`src/rtl/ec_link_pkg.sv`:
```
package ec_link_pkg;

    localparam int BYTE_W    = 8;
    localparam int CMD_BYTES = 6;
    localparam int FRAME_W   = CMD_BYTES * BYTE_W;
    localparam int PKT_BITS  = 2 * BYTE_W;

    typedef enum logic [7:0] {
        CH_KBD    = 8'h01,
        CH_MOUSE  = 8'h02,
        CH_EVENT  = 8'h03,
        CH_SWITCH = 8'h04
    } chan_e;

    typedef struct packed {
        logic [BYTE_W-1:0] chan;
        logic [BYTE_W-1:0] data;
    } q_entry_t;

    typedef enum logic [3:0] {
        ST_CPUOFF,
        ST_UP,
        ST_TX_UP,
        ST_TX_SW,
        ST_WAIT,
        ST_SW_WAIT,
        ST_PULL,
        ST_PULL_WAIT,
        ST_RESP_WAIT,
        ST_TX_RESP
    } link_state_e;

    // Left-align a two-byte packet in the frame-wide shift register.
    function automatic logic [FRAME_W-1:0] pack_pkt(input logic [BYTE_W-1:0] chan,
                                                    input logic [BYTE_W-1:0] data);
        return {chan, data, {(FRAME_W-PKT_BITS){1'b0}}};
    endfunction

    // Response length: low nibble of command byte 1.
    function automatic logic [3:0] resp_len(input logic [FRAME_W-1:0] frame);
        return frame[FRAME_W-BYTE_W-5 -: 4];
    endfunction

endpackage

```
`src/rtl/link_sync_edge.sv`:
```
module link_sync_edge #(
    parameter int STAGES = 2
) (
    input  logic clk,
    input  logic din,
    output logic level,
    output logic rise
);
    // No reset: the synchronizer keeps sampling during reset so that the
    // level is valid when reset is released.
    logic [STAGES-1:0] sr;
    logic              prev;

    always_ff @(posedge clk) begin
        sr   <= {sr[STAGES-2:0], din};
        prev <= sr[STAGES-1];
    end

    assign level = sr[STAGES-1];
    assign rise  = sr[STAGES-1] & ~prev;
endmodule

```
`src/rtl/link_queue.sv`:
```
module link_queue
    import ec_link_pkg::*;
#(
    parameter int DEPTH = 8
) (
    input  logic     clk,
    input  logic     rst,
    input  logic     push,
    input  q_entry_t push_ent,
    input  logic     pop,
    output q_entry_t head,
    output logic     empty,
    output logic     overflow
);
    localparam int PW = (DEPTH > 1) ? $clog2(DEPTH) : 1;
    localparam int CW = $clog2(DEPTH + 1);

    q_entry_t        mem [DEPTH];
    logic [PW-1:0]   wr_ptr, rd_ptr;
    logic [CW-1:0]   count;
    logic            full, do_push, do_pop;

    assign full    = (count == CW'(DEPTH));
    assign empty   = (count == '0);
    assign do_push = push && !full;
    assign do_pop  = pop && !empty;
    assign head    = mem[rd_ptr];

    function automatic logic [PW-1:0] bump(input logic [PW-1:0] p);
        return (p == PW'(DEPTH - 1)) ? '0 : p + 1'b1;
    endfunction

    always_ff @(posedge clk) begin
        if (do_push) mem[wr_ptr] <= push_ent;
    end

    always_ff @(posedge clk) begin
        if (rst) begin
            wr_ptr   <= '0;
            rd_ptr   <= '0;
            count    <= '0;
            overflow <= 1'b0;
        end else begin
            if (do_push) wr_ptr <= bump(wr_ptr);
            if (do_pop)  rd_ptr <= bump(rd_ptr);
            if (do_push && !do_pop)      count <= count + 1'b1;
            else if (do_pop && !do_push) count <= count - 1'b1;
            if (push && full) overflow <= 1'b1;
        end
    end
endmodule

```
`src/rtl/link_spi_shifter.sv`:
```
module link_spi_shifter #(
    parameter int CLK_DIV  = 8,
    parameter int MAX_BITS = 48,
    localparam int NBW     = $clog2(MAX_BITS + 1)
) (
    input  logic                clk,
    input  logic                rst,
    input  logic                start,
    input  logic [NBW-1:0]      nbits,
    input  logic [MAX_BITS-1:0] tx,
    input  logic                miso,
    output logic                sclk,
    output logic                cs_n,
    output logic                mosi,
    output logic                busy,
    output logic                done,
    output logic [MAX_BITS-1:0] rx
);
    localparam int HALF = (CLK_DIV < 2) ? 1 : CLK_DIV / 2;
    localparam int DW   = $clog2(HALF + 1);

    logic [DW-1:0]       div;
    logic [NBW-1:0]      left;
    logic [MAX_BITS-1:0] tx_sr, rx_sr;

    always_ff @(posedge clk) begin
        if (rst) begin
            cs_n  <= 1'b1;
            sclk  <= 1'b0;
            busy  <= 1'b0;
            done  <= 1'b0;
            div   <= '0;
            left  <= '0;
            tx_sr <= '0;
            rx_sr <= '0;
        end else begin
            done <= 1'b0;
            if (start && !busy) begin
                busy  <= 1'b1;
                cs_n  <= 1'b0;
                sclk  <= 1'b0;
                div   <= '0;
                left  <= nbits;
                tx_sr <= tx;
            end else if (busy) begin
                if (div == DW'(HALF - 1)) begin
                    div <= '0;
                    if (!sclk) begin
                        if (left == '0) begin
                            cs_n <= 1'b1;
                            busy <= 1'b0;
                            done <= 1'b1;
                        end else begin
                            sclk  <= 1'b1;
                            rx_sr <= {rx_sr[MAX_BITS-2:0], miso};
                        end
                    end else begin
                        sclk  <= 1'b0;
                        left  <= left - 1'b1;
                        tx_sr <= {tx_sr[MAX_BITS-2:0], 1'b0};
                    end
                end else begin
                    div <= div + 1'b1;
                end
            end
        end
    end

    assign mosi = busy & tx_sr[MAX_BITS-1];
    assign rx   = rx_sr;
endmodule

```
`src/rtl/ec_link_master.sv`:
```
module ec_link_master
    import ec_link_pkg::*;
#(
    parameter int QDEPTH      = 8,
    parameter int CLK_DIV     = 8,
    parameter int TIMEOUT_CYC = 100000
) (
    input  logic               clk,
    input  logic               rst,
    input  logic               ack_in,
    input  logic               cmd_in,
    input  logic               push_valid,
    input  logic [BYTE_W-1:0]  push_chan,
    input  logic [BYTE_W-1:0]  push_data,
    input  logic               resp_valid,
    input  logic [BYTE_W-1:0]  resp_chan,
    input  logic [BYTE_W-1:0]  resp_data,
    output logic               cmd_valid,
    output logic [FRAME_W-1:0] cmd_frame,
    output logic               overflow,
    output logic               spi_sclk,
    output logic               spi_cs_n,
    output logic               spi_mosi,
    input  logic               spi_miso
);
    localparam int NBW = $clog2(FRAME_W + 1);
    localparam int TW  = $clog2(TIMEOUT_CYC + 1);

    link_state_e        state, nxt;
    logic               ack_lvl, ack_rise, cmd_lvl, cmd_rise;
    q_entry_t           head, push_ent;
    logic               q_empty, pop;
    logic               sh_start, sh_busy, sh_done;
    logic [NBW-1:0]     sh_bits;
    logic [FRAME_W-1:0] sh_tx, sh_rx;
    logic [TW-1:0]      tmo_cnt;
    logic               waiting, tmo_hit, deliver;
    link_state_e        fallback;

    link_sync_edge #(.STAGES(2)) i_ack_sync (
        .clk(clk), .din(ack_in), .level(ack_lvl), .rise(ack_rise));

    link_sync_edge #(.STAGES(2)) i_cmd_sync (
        .clk(clk), .din(cmd_in), .level(cmd_lvl), .rise(cmd_rise));

    assign push_ent = '{chan: push_chan, data: push_data};

    link_queue #(.DEPTH(QDEPTH)) i_queue (
        .clk(clk), .rst(rst), .push(push_valid), .push_ent(push_ent),
        .pop(pop), .head(head), .empty(q_empty), .overflow(overflow));

    link_spi_shifter #(.CLK_DIV(CLK_DIV), .MAX_BITS(FRAME_W)) i_shift (
        .clk(clk), .rst(rst), .start(sh_start), .nbits(sh_bits), .tx(sh_tx),
        .miso(spi_miso), .sclk(spi_sclk), .cs_n(spi_cs_n), .mosi(spi_mosi),
        .busy(sh_busy), .done(sh_done), .rx(sh_rx));

    assign waiting  = (state == ST_WAIT) || (state == ST_SW_WAIT) ||
                      (state == ST_PULL_WAIT) || (state == ST_RESP_WAIT);
    assign tmo_hit  = waiting && (tmo_cnt == TW'(TIMEOUT_CYC - 1));
    assign fallback = ack_lvl ? ST_UP : ST_CPUOFF;

    always_comb begin
        nxt      = state;
        sh_start = 1'b0;
        sh_bits  = NBW'(PKT_BITS);
        sh_tx    = pack_pkt(head.chan, head.data);
        pop      = 1'b0;
        deliver  = 1'b0;
        unique case (state)
            ST_CPUOFF: if (ack_rise) nxt = ST_UP;
            ST_UP: begin
                if (cmd_rise) begin
                    sh_start = 1'b1;
                    sh_tx    = pack_pkt(CH_SWITCH, 8'h00);
                    nxt      = ST_TX_SW;
                end else if (!q_empty) begin
                    sh_start = 1'b1;
                    pop      = 1'b1;
                    nxt      = ST_TX_UP;
                end
            end
            ST_TX_UP, ST_TX_RESP: if (sh_done) nxt = ST_WAIT;
            ST_TX_SW:             if (sh_done) nxt = ST_SW_WAIT;
            ST_PULL:              if (sh_done) nxt = ST_PULL_WAIT;
            ST_WAIT: begin
                if (ack_rise)     nxt = ST_UP;
                else if (tmo_hit) nxt = fallback;
            end
            ST_SW_WAIT: begin
                if (ack_rise) begin
                    sh_start = 1'b1;
                    sh_bits  = NBW'(FRAME_W);
                    sh_tx    = '0;
                    nxt      = ST_PULL;
                end else if (tmo_hit) begin
                    nxt = fallback;
                end
            end
            ST_PULL_WAIT: begin
                if (ack_rise) begin
                    deliver = 1'b1;
                    nxt     = (resp_len(cmd_frame) == 4'd0) ? ST_UP : ST_RESP_WAIT;
                end else if (tmo_hit) begin
                    nxt = fallback;
                end
            end
            ST_RESP_WAIT: begin
                if (resp_valid) begin
                    sh_start = 1'b1;
                    sh_tx    = pack_pkt(resp_chan, resp_data);
                    nxt      = ST_TX_RESP;
                end else if (tmo_hit) begin
                    nxt = fallback;
                end
            end
            default: nxt = fallback;
        endcase
    end

    always_ff @(posedge clk) begin
        if (rst) begin
            state     <= ack_lvl ? ST_UP : ST_CPUOFF;
            tmo_cnt   <= '0;
            cmd_valid <= 1'b0;
            cmd_frame <= '0;
        end else begin
            state     <= nxt;
            cmd_valid <= deliver;
            if (sh_start || !waiting) tmo_cnt <= '0;
            else                      tmo_cnt <= tmo_cnt + 1'b1;
            if (state == ST_PULL && sh_done) cmd_frame <= sh_rx;
        end
    end
endmodule

```
`config.mk`:
```
export PLATFORM = sky130hd
export DESIGN_NAME = ec_link_master
export DESIGN_NICKNAME = d
export VERILOG_FILES = /design/src/rtl/ec_link_pkg.sv /design/src/rtl/link_sync_edge.sv /design/src/rtl/link_queue.sv /design/src/rtl/link_spi_shifter.sv /design/src/rtl/ec_link_master.sv
export SDC_FILE = /design/constraint.sdc
export NUM_CORES = 1
export LEC_CHECK = 0
export BUFFER_PORTS_ARGS = -buffer_cell sky130_fd_sc_hd__buf_2
export CAP_MARGIN = 20
export CORE_AREA = 2 2 164 166
export CTS_BUF_LIST = sky130_fd_sc_hd__clkbuf_4 sky130_fd_sc_hd__clkbuf_8
export DETAILED_ROUTE_END_ITERATION = 10
export DIE_AREA = 0 0 166 168
export GPL_TIMING_DRIVEN = 0
export SYNTH_ARGS = -nofsm -noshare
export SYNTH_HDL_FRONTEND = slang
export SYNTH_SLANG_ARGS = --single-unit
export TNS_END_PERCENT = 10
```
`constraint.sdc`:
```
create_clock -name clk -period 5.7 [get_ports clk]
set_input_delay 0.855 -clock clk [delete_from_list [all_inputs] [get_ports clk]]
set_output_delay 0.855 -clock clk [all_outputs]
set_load 0.03 [all_outputs]
```
==> impl_summary.txt, run 1 <==
----------------------------------------------------
[CTS]
  Worst-path clk slew ... 0.06 ns
  Number of clock buffers inserted by TritonCTS ... 49
  Number of sinks driven by the clock tree ... 295
  Clock latency reported for the late side of the worst-skew pair ... 0.57 ns
  Number of gates given a new drive strength after cts ... 0
  Maximum level of the CTS H-tree ... 2
  TritonCTS clock tree ... yes
  Max clock buf depth ... 3
  Library cell used as clock root buffer ... clkbuf_8
  Hold bufs inserted after CTS ... 0
  Number of setup buffers added after CTS ... 0

[Timing]
  Number of endpoints failing setup at the final stage ... 0
  Worst slew slack as a fraction of its limit ... 0.3340
  Final hold violation count ... 0
  Max Clock Freq ... 0.2975 GHz
  Post-route clock skew ... 0.02862 ns
  Final total negative setup slack ... 0 ns
  Unrepaired setup endpoints after global routing ... false
  Least-Margin Pin Slew ... 0.9946 ns
  Fin crit share ... 0.5897
  Final slew viol count ... 0
  Final critical path time including I/O delays and setup ... 3.361 ns

[Cells and area]
  Filler Cell Count ... 2,330
  Layout overhead on the synthesized area ... 17.50%
  Layout net count ... 1,154
  Cell Count, Final, Fillers Out ... 1,479
  Share of cells above drive strength 1 ... 0.2241
  Final Instance Area ... 13,680 um^2
  N_diodes ... 0

[Flow run]
  Total of max-cap violations ... 0

[Placed design]
  HPWL after detailed placement ... 17,420 um
  Number of buffers inserted by port buffering ... 91
  Placed cell areas ... 12,700 um^2
  Global placement routability congestion ... 0.7998
  Cell count after placement ... 1,393

[Worst hold path]
  Cell depth of the worst min-delay path ... 0
  Type of the most critical hold path ... flop to flop

[Synth]
  Asr flop ratio synth ... 0
  Library cells used by synthesis ... 63
  Post-synthesis area per instance ... 12.26 um^2
  Count of mapped cells out of synthesis ... 950
  Synth warnings ... 0
  Sequential element share of the synthesized area ... 0.6206
  Net Count, Synth ... 1,001
  Synthesized area ... 11,640 um^2
  Post-synthesis sequential element count ... 295
  Number of enable-type register cells in the synthesized netlist ... 132
  Dominant register cell in the synthesized netlist ... dfxtp_1

[Critical path]
  R2R depth ... 11
  Critical-path top delay cell ... or4b_4
  Series of cell instances along the critical path ... or4b_4 > nor3b_1 > inv_1 > ha_1 > inv_1 > ha_1 > a21o_1 > a21oi_1 > xnor2_1 > or3_1 > a21oi_1
  Startpoint type of the worst setup path ... flop
  Crit path arrival time ... 3.85 ns
  Worst path max stage delay ... 0.61 ns
  Maximum fanout along the worst path ... 7
  Required time at the worst-slack endpoint ... 6.19 ns
  Worst Path Class, Setup ... flop to flop
  Cell family with the largest share of critical-path delay ... simple AND/OR/NAND/NOR gates
  Buffer and inverter count on the worst path ... 2
  Number of cells on the critical path ... 11
  Kind of end point of the critical path ... flop

[GRT]
  Number of global-route vias before repair ... 7,448
  Global-route wire length before repair ... 40,030 um
  Global-route congestion overflow total ... 0
  Antenna violations before repair ... 2
  Largest net degree at the start of global routing ... 15
  Global routing usage summed across all routing layers ... 0.1794

[Die]
  Row count ... 60
  Horiz. Die Dim ... 166 um
  Die Ht ... 168 um
  Core box area ... 26,350 um^2
  Area enclosed by the die boundary ... 27,890 um^2
  I/O pin count ... 92
  Initial core utilization ... 0.4419

[Routing]
  Via count ... 7,642
  Iteration count of the initial detailed-routing pass ... 5
  Post-DRT Antenna Nets ... 0
  Post-detailed-route wirelength per cell ... 16.75 um
  Initial DRC count ... 481
  Via-per-instance ratio ... 5.167
  DRC Markers ... 0
  Aggregate routed wire length ... 24,780 um

[Power and ir drop]
  Maximum VDD drop ... 0.2222 mV
  Power per standard cell area ... 380.3 nW/um^2
  Total leakage power ... 4.897 nW

[Run status]
  Status ... finished clean

----------------------------------------------------
==> routing by layer <==
layer	GRT usage	vias up	wire length [um]
li1	-	3757	-
met1	0.2412	3701	11330
met2	0.2950	142	11870
met3	0.03738	38	1115
met4	0.05406	4	446
met5	0	-	23
==> synth_stat cells, drive strengths merged, types with 6 or more instances <==
cell,count,area share
dfxtp,163,0.28
edfxtp,132,0.34
nand2,122,0.039
nor2,98,0.032
mux2i,67,0.058
a21oi,65,0.028
mux4,32,0.062
clkbuf,30,0.0097
buf,28,0.013
nand3,21,0.0090
nor3,17,0.0073
a21o,16,0.011
xnor2,15,0.011
a22o,14,0.011
o31ai,13,0.0084
inv,12,0.0039
ha,11,0.012
nor2b,10,0.0054
nor3b,7,0.0049
o21ai,7,0.0030
xor2,7,0.0053
nor4,6,0.0038
==> where the power goes <==
part	internal, W	switching, W
Combinational	0.000382	0.000533
Sequential	0.00236	0.0000834
Clock	0.00103	0.000814
Total	0.00377	0.00143
==> worst paths after layout <==
kind | slack (ns) | start | to
setup reg to reg | 2.34 | state[2]$_SDFFCE_PP0P_ | i_queue.count[3]$_SDFFE_PP0P_
hold / removal | 0.33 | i_cmd_sync.sr[0]$_DFF_P_ | i_cmd_sync.sr[1]$_DFF_P_
setup / recovery | 2.34 | state[2]$_SDFFCE_PP0P_ | i_queue.count[3]$_SDFFE_PP0P_
hold reg to reg | 0.33 | i_cmd_sync.sr[0]$_DFF_P_ | i_cmd_sync.sr[1]$_DFF_P_
==> cell usage in the layout (no fill, tap or decap), types with 6 or more instances in the layout <==
cell type / n
nand2_1: 122
nor2b_1: 10
clkbuf_1: 30
o21ai_0: 7
nor2_1: 96
nand3_1: 21
clkinv_1: 8
clkbuf_8: 54
xor2_1: 7
inv_1: 12
mux2i_1: 67
mux4_2: 32
ha_1: 11
buf_2: 109
a21oi_1: 64
buf_4: 6
a22o_1: 13
dfxtp_1: 163
clkbuf_4: 17
nor3_1: 14
xnor2_1: 15
edfxtp_1: 132
o31ai_1: 13
a21o_1: 15
==> per-stage QoR <==
step                      power (W)  utilization  setup WS [ns]  hold WS, ns
after floorplan            0.003143            -          2.507       0.3096
after global placement     0.003383       0.4754         0.6580       0.3127
after detailed placement   0.003406       0.4821          2.318       0.3147
after CTS                  0.005259       0.5193          2.311       0.3381
after global routing       0.005467       0.5193          2.053       0.3434
final                      0.005203       0.5193          2.339       0.3314
==> cell type report <==
cell class                 count  area (um^2)  share of cell area
sequential                   295         7227              0.5282
buffer                        58        262.8             0.01920
tap                          341        426.7             0.03118
inverter                      12        45.04            0.003292
clock buffer                  71        870.8             0.06364
timing repair buffer         102        590.6             0.04316
multi-input combinational    585         4150              0.3033
clock inverter                15        110.1            0.008047
==> kinds of logic (layout without fill, tap and decap cells) <==
family / after synthesis / after routing / synth area share
compound gates: 139 / 139 / 0.08026
xor+xnor: 22 / 22 / 0.01655
fa+ha+maj: 12 / 12 / 0.01354
buf+inv: 70 / 258 / 0.02643
flops: 295 / 295 / 0.6206
mux: 99 / 99 / 0.1195
simple gates: 313 / 313 / 0.1231
==> sequential cells by signal, indices dropped and copies added, names as in the netlist, named ones only <==
signal	cells
cmd_frame	48
i_shift.left	6
i_shift.tx_sr	16
cmd_valid	1
i_shift.done	1
tmo_cnt	17
i_shift.rx	48
i_shift.busy	1
i_shift.cs_n	1
state	4
i_shift.sclk	1
i_cmd_sync.sr	2
i_queue.overflow	1
i_queue.count	4
i_queue.mem	128
i_ack_sync.sr	2
i_cmd_sync.prev	1
i_shift.div	3
i_queue.wr_ptr	3
i_ack_sync.prev	1
i_queue.rd_ptr	3
(Power assumes the default switching activity.)
==> run 2: changes to the inputs <==
- clock period: 5.7 -> 2.8 ns (I/O delays scaled with it)
==> run 2 against run 1 <==
First-iteration DRC count increased by 0.83%. Sequential power increased by 100%. Cell area increased by 0.57%. Clock skew decreased by 0.0090 ns. Clock power increased by 94%. Core utilization increased by 0.29 points. Highest routed layer unchanged. Global-route usage increased by 0.44 points. Sequential share of layout area decreased by 0.30 points. Combinational power increased by 120%. Critical endpoint unchanged.
==> impl_summary.txt, run 2 (synthesis results as in run 1) <==
----------------------------------------------------
[Run status]
  Status ... finished clean

[Critical path]
  Crit path arrival time ... 3.17 ns
  Worst Path Class, Setup ... flop to flop
  Maximum fanout along the worst path ... 3
  Kind of end point of the critical path ... flop
  Crit path launch ... state[2]$_SDFFCE_PP0P_
  Slack of the worst reg-to-reg path ... 0.12 ns
  Critical register-to-register path startpoint ... state[2]$_SDFFCE_PP0P_
  Endpoint of the most critical setup path ... i_queue.count[3]$_SDFFE_PP0P_
  Startpoint type of the worst setup path ... flop
  Required time at the worst-slack endpoint ... 3.29 ns
  R2R depth ... 11
  Terminus of the critical flop-to-flop path ... i_queue.count[3]$_SDFFE_PP0P_

[Power and ir drop]
  Maximum VDD drop ... 0.4056 mV
  Power per standard cell area ... 767.6 nW/um^2
  Net switching power of the design ... 0.002921 W
  Register share of total power ... 0.471
  Total leakage power ... 4.934 nW
  Design internal power ... 0.007643 W
  Switching Fraction ... 0.2765
  Comb pwr share ... 0.191
  Total Power ... 0.01056 W
  Clock power frac ... 0.338

[Timing]
  Setup ws final ... 0.1180 ns
  Final hold violation count ... 0
  Least-Margin Pin Slew ... 0.9736 ns
  Max Clock Freq ... 0.3728 GHz
  Fin crit share ... 0.9579
  Worst slack on hold paths ... 0.1296 ns
  Number of endpoints failing setup at the final stage ... 0
  Final slew viol count ... 0
  Post-route clock skew ... 0.01960 ns
  Final critical path time including I/O delays and setup ... 2.682 ns
  Worst slew slack as a fraction of its limit ... 0.3509

[Die]
  I/O pin count ... 92
  Area enclosed by the die boundary ... 27,890 um^2
  Initial core utilization ... 0.4419
  Horiz. Die Dim ... 166 um
  Core box area ... 26,350 um^2
  Die Ht ... 168 um
  Row count ... 60

[CTS]
  Number of sinks driven by the clock tree ... 295
  Worst-path clk slew ... 0.06 ns
  Maximum level of the CTS H-tree ... 2
  Number of clock buffers inserted by TritonCTS ... 48
  Max clock buf depth ... 3
  Clock latency reported for the late side of the worst-skew pair ... 0.56 ns
  TritonCTS clock tree ... yes
  Library cell used as clock root buffer ... clkbuf_8

[Cells and area]
  Register containing the most flip-flops in the final layout ... i_queue.mem
  Most common cell after layout, fill and taps aside ... dfxtp_1
  Filler Cell Count ... 2,325
  Cell Count, Final, Fillers Out ... 1,486
  Layout net count ... 1,164
  Most frequent cells in the layout ... 163 x dfxtp_1, 132 x edfxtp_1, 121 x nand2_1
  Flip-flop count of the largest register after layout ... 128
  Share of cells above drive strength 1 ... 0.2362
  Layout overhead on the synthesized area ... 18.17%

[Placed design]
  Global placement routability congestion ... 0.8014
  Minimum setup slack after placement ... -0.3491 ns
  HPWL after detailed placement ... 17,540 um
  Number of buffers inserted by port buffering ... 91
  Cell count after placement ... 1,394

[GRT]
  Antenna violations before repair ... 3
  Number of global-route vias before repair ... 7,652
  Largest net degree at the start of global routing ... 14
  Global-route congestion overflow total ... 0
  Global routing usage summed across all routing layers ... 0.1838
  Global-route wire length before repair ... 40,780 um

[Routing]
  Via-per-instance ratio ... 5.210
  Initial DRC count ... 485
  Aggregate routed wire length ... 25,470 um
  Via count ... 7,742
  Post-detailed-route wirelength per cell ... 17.14 um
  Iteration count of the initial detailed-routing pass ... 5
  DRC Markers ... 0
  Post-DRT Antenna Nets ... 0

[Flow run]
  Total of max-cap violations ... 0

[Worst hold path]
  Startpoint of the worst hold path ... push_data[0]
  Type of the most critical hold path ... input port to flop

----------------------------------------------------
==> run 2: worst max-delay path: stages, from the launching register on <==
cell and delay [ns]:
edfxtp_1 0.42, or4b_4 0.58, nor3b_4 0.24, inv_2 0.06
ha_2 0.20, inv_2 0.07, ha_1 0.22, a21o_1 0.19
a21oi_2 0.14, xnor2_1 0.09, or3_1 0.30, a21oi_1 0.12
==> run 2: worst min path at each step <==
stage / cells past startpoint / slack [ns] / end
finish: 1 / 0.13 / i_queue.mem[3][0]$_DFFE_PP_
global route: 1 / 0.12 / i_queue.mem[0][8]$_DFFE_PP_
CTS: 1 / 0.10 / i_queue.mem[6][0]$_DFFE_PP_
detailed placement: 0 / 0.32 / i_ack_sync.sr[1]$_DFF_P_
global placement: 0 / 0.32 / i_cmd_sync.sr[1]$_DFF_P_
floorplan: 0 / 0.31 / i_ack_sync.sr[1]$_DFF_P_
==> run 2: what timing repair did <==
item / 4_1_cts / 5_1_grt
buffers inserted: 5 / 3
endpoints found under the hold margin: 2 / 0
endpoints found under the setup margin: 1 / 17
pin swaps: 2 / 4
hold buffers: 2 / 0
gates resized for setup: 4 / 4
==> run 2: layout make-up <==
| cell class | instances | area, um^2 | share of cell area |
|---|---|---|---|
| multi-input combinational | 585 | 4193 | 0.3047 |
| clock inverter | 8 | 48.80 | 0.003546 |
| buffer | 58 | 262.8 | 0.01909 |
| antenna | 2 | 5.005 | 0.0003637 |
| timing repair buffer | 113 | 686.9 | 0.04992 |
| sequential | 295 | 7227 | 0.5252 |
| clock buffer | 72 | 865.8 | 0.06292 |
| inverter | 12 | 45.04 | 0.003273 |
| tap | 341 | 426.7 | 0.03101 |
==> run 2: per-layer routing <==
layer	track usage	share of wire	up-vias	routed length, um
met1	0.2438	0.45	3767	11410
li1	-	-	3770	-
met2	0.3092	0.48	164	12350
met4	0.05066	0.017	2	438
met3	0.03714	0.050	39	1265
met5	0	0.00027	-	7
==> run 2: stage by stage <==
stage,utilization,instance area [um^2],TNS (ns)
CTS,0.5206,13720,0
detailed placement,0.4832,12730,-0.3491
global route,0.5220,13760,-0.01205
finish,0.5222,13760,0
floorplan,-,11660,-0.04390
global placement,0.4758,12540,-119.73
==> run 2: power by group through the flow <==
stage	clock, W	sequential [W]	combinational [W]
floorplan	0	0.00504	0.00136
global placement	0	0.00507	0.00183
detailed placement	0	0.00507	0.00187
CTS	0.00368	0.00496	0.00198
global route	0.00385	0.00501	0.00223
finish	0.00357	0.00498	0.00201
==> run 3: changes to the inputs <==
- REMOVE_ABC_BUFFERS: unset -> 1
==> run 3 against run 2 <==
Wire length down 8.1%. Combinational power is 6% lower. Clock skew is 0.0013 ns higher. Register-to-register slack got worse by 0.11 ns. Clock-buffer cell count rose by 4. Cell area about the same. Setup slack worse by 0.11 ns. Via count down 3.4%. Total power increased by 1.4%. Clock power grew 5%. Critical path type unchanged. Critical endpoint unchanged. Largest cell class unchanged.
==> impl_summary.txt, run 3 (synthesis results as in run 1) <==
----------------------------------------------------
[Critical path]
  Critical-path top delay cell ... or4b_4
  Critical register-to-register path startpoint ... state[2]$_SDFFCE_PP0P_
  Maximum fanout along the worst path ... 3
  Startpoint type of the worst setup path ... flop
  Worst Path Class, Setup ... flop to flop
  Series of cell instances along the critical path ... or4b_4 > nor3b_4 > inv_2 > ha_4 > inv_2 > ha_1 > a21o_1 > a21oi_2 > xnor2_1 > or3_1 > a21oi_2
  Crit path arrival time ... 3.27 ns
  Crit path launch ... state[2]$_SDFFCE_PP0P_
  Required time at the worst-slack endpoint ... 3.28 ns
  Cell family with the largest share of critical-path delay ... simple AND/OR/NAND/NOR gates
  Buffer and inverter count on the worst path ... 2
  Worst path max stage delay ... 0.59 ns
  Kind of end point of the critical path ... flop

[Placed design]
  Cell count after placement ... 1,344
  Placed cell areas ... 12,620 um^2
  Minimum setup slack after placement ... -0.8200 ns
  HPWL after detailed placement ... 15,120 um
  Global placement routability congestion ... 0.7871
  Number of buffers inserted by port buffering ... 91

[Power and ir drop]
  Clock power frac ... 0.351
  Comb pwr share ... 0.176
  Power per standard cell area ... 778.2 nW/um^2
  Net switching power of the design ... 0.002956 W
  Design internal power ... 0.007755 W
  Switching Fraction ... 0.2760
  Register share of total power ... 0.472
  Maximum VDD drop ... 0.5239 mV
  Total leakage power ... 4.896 nW

[Cells and area]
  Cell Count, Final, Fillers Out ... 1,444
  Flip-flop count of the largest register after layout ... 128
  Layout net count ... 1,115
  FF+latch area ... 7229 um^2
  Area occupied by multi-input gates ... 4225 um^2
  Register containing the most flip-flops in the final layout ... i_queue.mem
  Most common cell after layout, fill and taps aside ... dfxtp_1
  Filler Cell Count ... 2,293
  Final Instance Area ... 13,760 um^2
  Most frequent cells in the layout ... 161 x dfxtp_1, 132 x edfxtp_1, 122 x nand2_1
  Layout overhead on the synthesized area ... 18.20%
  Share of cells above drive strength 1 ... 0.2425

[Flow run]
  Total of max-cap violations ... 0

[Die]
  Die Ht ... 168 um
  Horiz. Die Dim ... 166 um
  Row count ... 60
  Core box area ... 26,350 um^2
  Area enclosed by the die boundary ... 27,890 um^2
  I/O pin count ... 92
  Initial core utilization ... 0.4419

[GRT]
  Global-route wire length before repair ... 37,580 um
  Number of global-route vias before repair ... 7,137
  Antenna violations before repair ... 2
  Global routing usage summed across all routing layers ... 0.1657
  Global-route congestion overflow total ... 0
  Largest net degree at the start of global routing ... 78

[Routing]
  Top layer in use ... met4
  Length of routed met2 wiring ... 10,820 um
  Post-DRT Antenna Nets ... 0
  Aggregate routed wire length ... 23,390 um
  Routed wl met3 ... 1134 um
  Post-detailed-route wirelength per cell ... 16.20 um
  Wire length the detailed router placed on met1 ... 10,900 um
  DRC Markers ... 0
  Initial DRC count ... 478
  Via-per-instance ratio ... 5.177
  Iteration count of the initial detailed-routing pass ... 4
  Via count ... 7,475

[Timing]
  Setup ws final ... 0.01044 ns
  Final hold violation count ... 0
  Fin crit share ... 0.9963
  Least-Margin Pin Slew ... 0.9757 ns
  Post-route clock skew ... 0.02092 ns
  Worst slack on hold paths ... 0.1057 ns
  Final slew viol count ... 0
  Number of endpoints failing setup at the final stage ... 0
  Final critical path time including I/O delays and setup ... 2.790 ns
  Unrepaired setup endpoints after global routing ... true
  Final total negative setup slack ... 0 ns
  Worst slew slack as a fraction of its limit ... 0.3460
  Max Clock Freq ... 0.3585 GHz

[CTS]
  Library cell used as clock root buffer ... clkbuf_8
  Clock latency reported for the late side of the worst-skew pair ... 0.57 ns
  Number of clock buffers inserted by TritonCTS ... 49
  Worst-path clk slew ... 0.06 ns
  Number of sinks driven by the clock tree ... 295
  TritonCTS clock tree ... yes
  Maximum level of the CTS H-tree ... 2
  Max clock buf depth ... 3

[Worst hold path]
  Startpoint of the worst hold path ... spi_miso
  Type of the most critical hold path ... input port to flop

[Run status]
  Status ... finished clean

----------------------------------------------------
[run 3: changes by cell type in the layout (fill, tap and decap cells not counted), moves of 3 or more]
cell / previous run / this run
buf_8: 3 / 6
clkbuf_1: 30 / 0
clkinv_2: 2 / 5
buf_1: 5 / 0
buf_2: 109 / 90
clkbuf_8: 52 / 57
[run 3: metal layers]
metal,vias to the layer above,GRT usage
li1,3684,-
met1,3610,0.2234
met2,139,0.2620
met3,42,0.03949
met4,0,0.06200
met5,-,0
[run 3: layout make-up]
cell class              instances  share of cell area
multi-input cells             585              0.3070
clock inverters                12            0.005000
diodes                          2           0.0003636
repair buffers                121             0.06081
flip-flops and latches        295              0.5252
clock buffers                  76             0.06736
well taps                     341             0.03100
inverters                      12            0.003272
[run 3: repair_timing]
item,4_1_cts,5_1_grt
gates resized for setup,6,6
pin swaps,2,4
hold buffers,2,0
endpoints found under the hold margin,2,0
setup endpoints to repair,5,9
setup buffers,7,0
[run 3: worst reg2reg max path, stage by stage (launching register included)]
cell,delay [ns]
edfxtp_1,0.42
or4b_4,0.59
nor3b_4,0.25
inv_2,0.10
ha_4,0.18
inv_2,0.07
ha_1,0.22
a21o_1,0.19
a21oi_2,0.14
xnor2_1,0.10
or3_1,0.33
a21oi_2,0.14
[run 3: power by group through the flow]
stage / Clock (W) / Combinational, W / Sequential [W]
floorplan: 0 / 0.00113 / 0.00516
global placement: 0 / 0.00153 / 0.00524
detailed placement: 0 / 0.00164 / 0.00521
CTS: 0.00389 / 0.00184 / 0.00504
global route: 0.00409 / 0.00208 / 0.00509
finish: 0.00376 / 0.00189 / 0.00506
[run 3: final timing paths]
| check | cells after the start | slack, ns | endpoint |
|---|---|---|---|
| worst max-delay path | 11 | 0.01 | i_queue.count[3]$_SDFFE_PP0P_ |
| worst min-delay path | 3 | 0.11 | i_shift.rx[0]$_SDFFE_PP0P_ |
| worst max register to register | 11 | 0.01 | i_queue.count[3]$_SDFFE_PP0P_ |
| worst min register to register | 0 | 0.33 | i_cmd_sync.sr[1]$_DFF_P_ |
[run 3: stage by stage]
step,utilization,power [W]
2_1_floorplan,-,0.006289
3_3_place_gp,0.4654,0.006769
3_5_place_dp,0.4790,0.006844
4_1_cts,0.5202,0.01077
5_1_grt,0.5222,0.01126
6_report,0.5224,0.01071
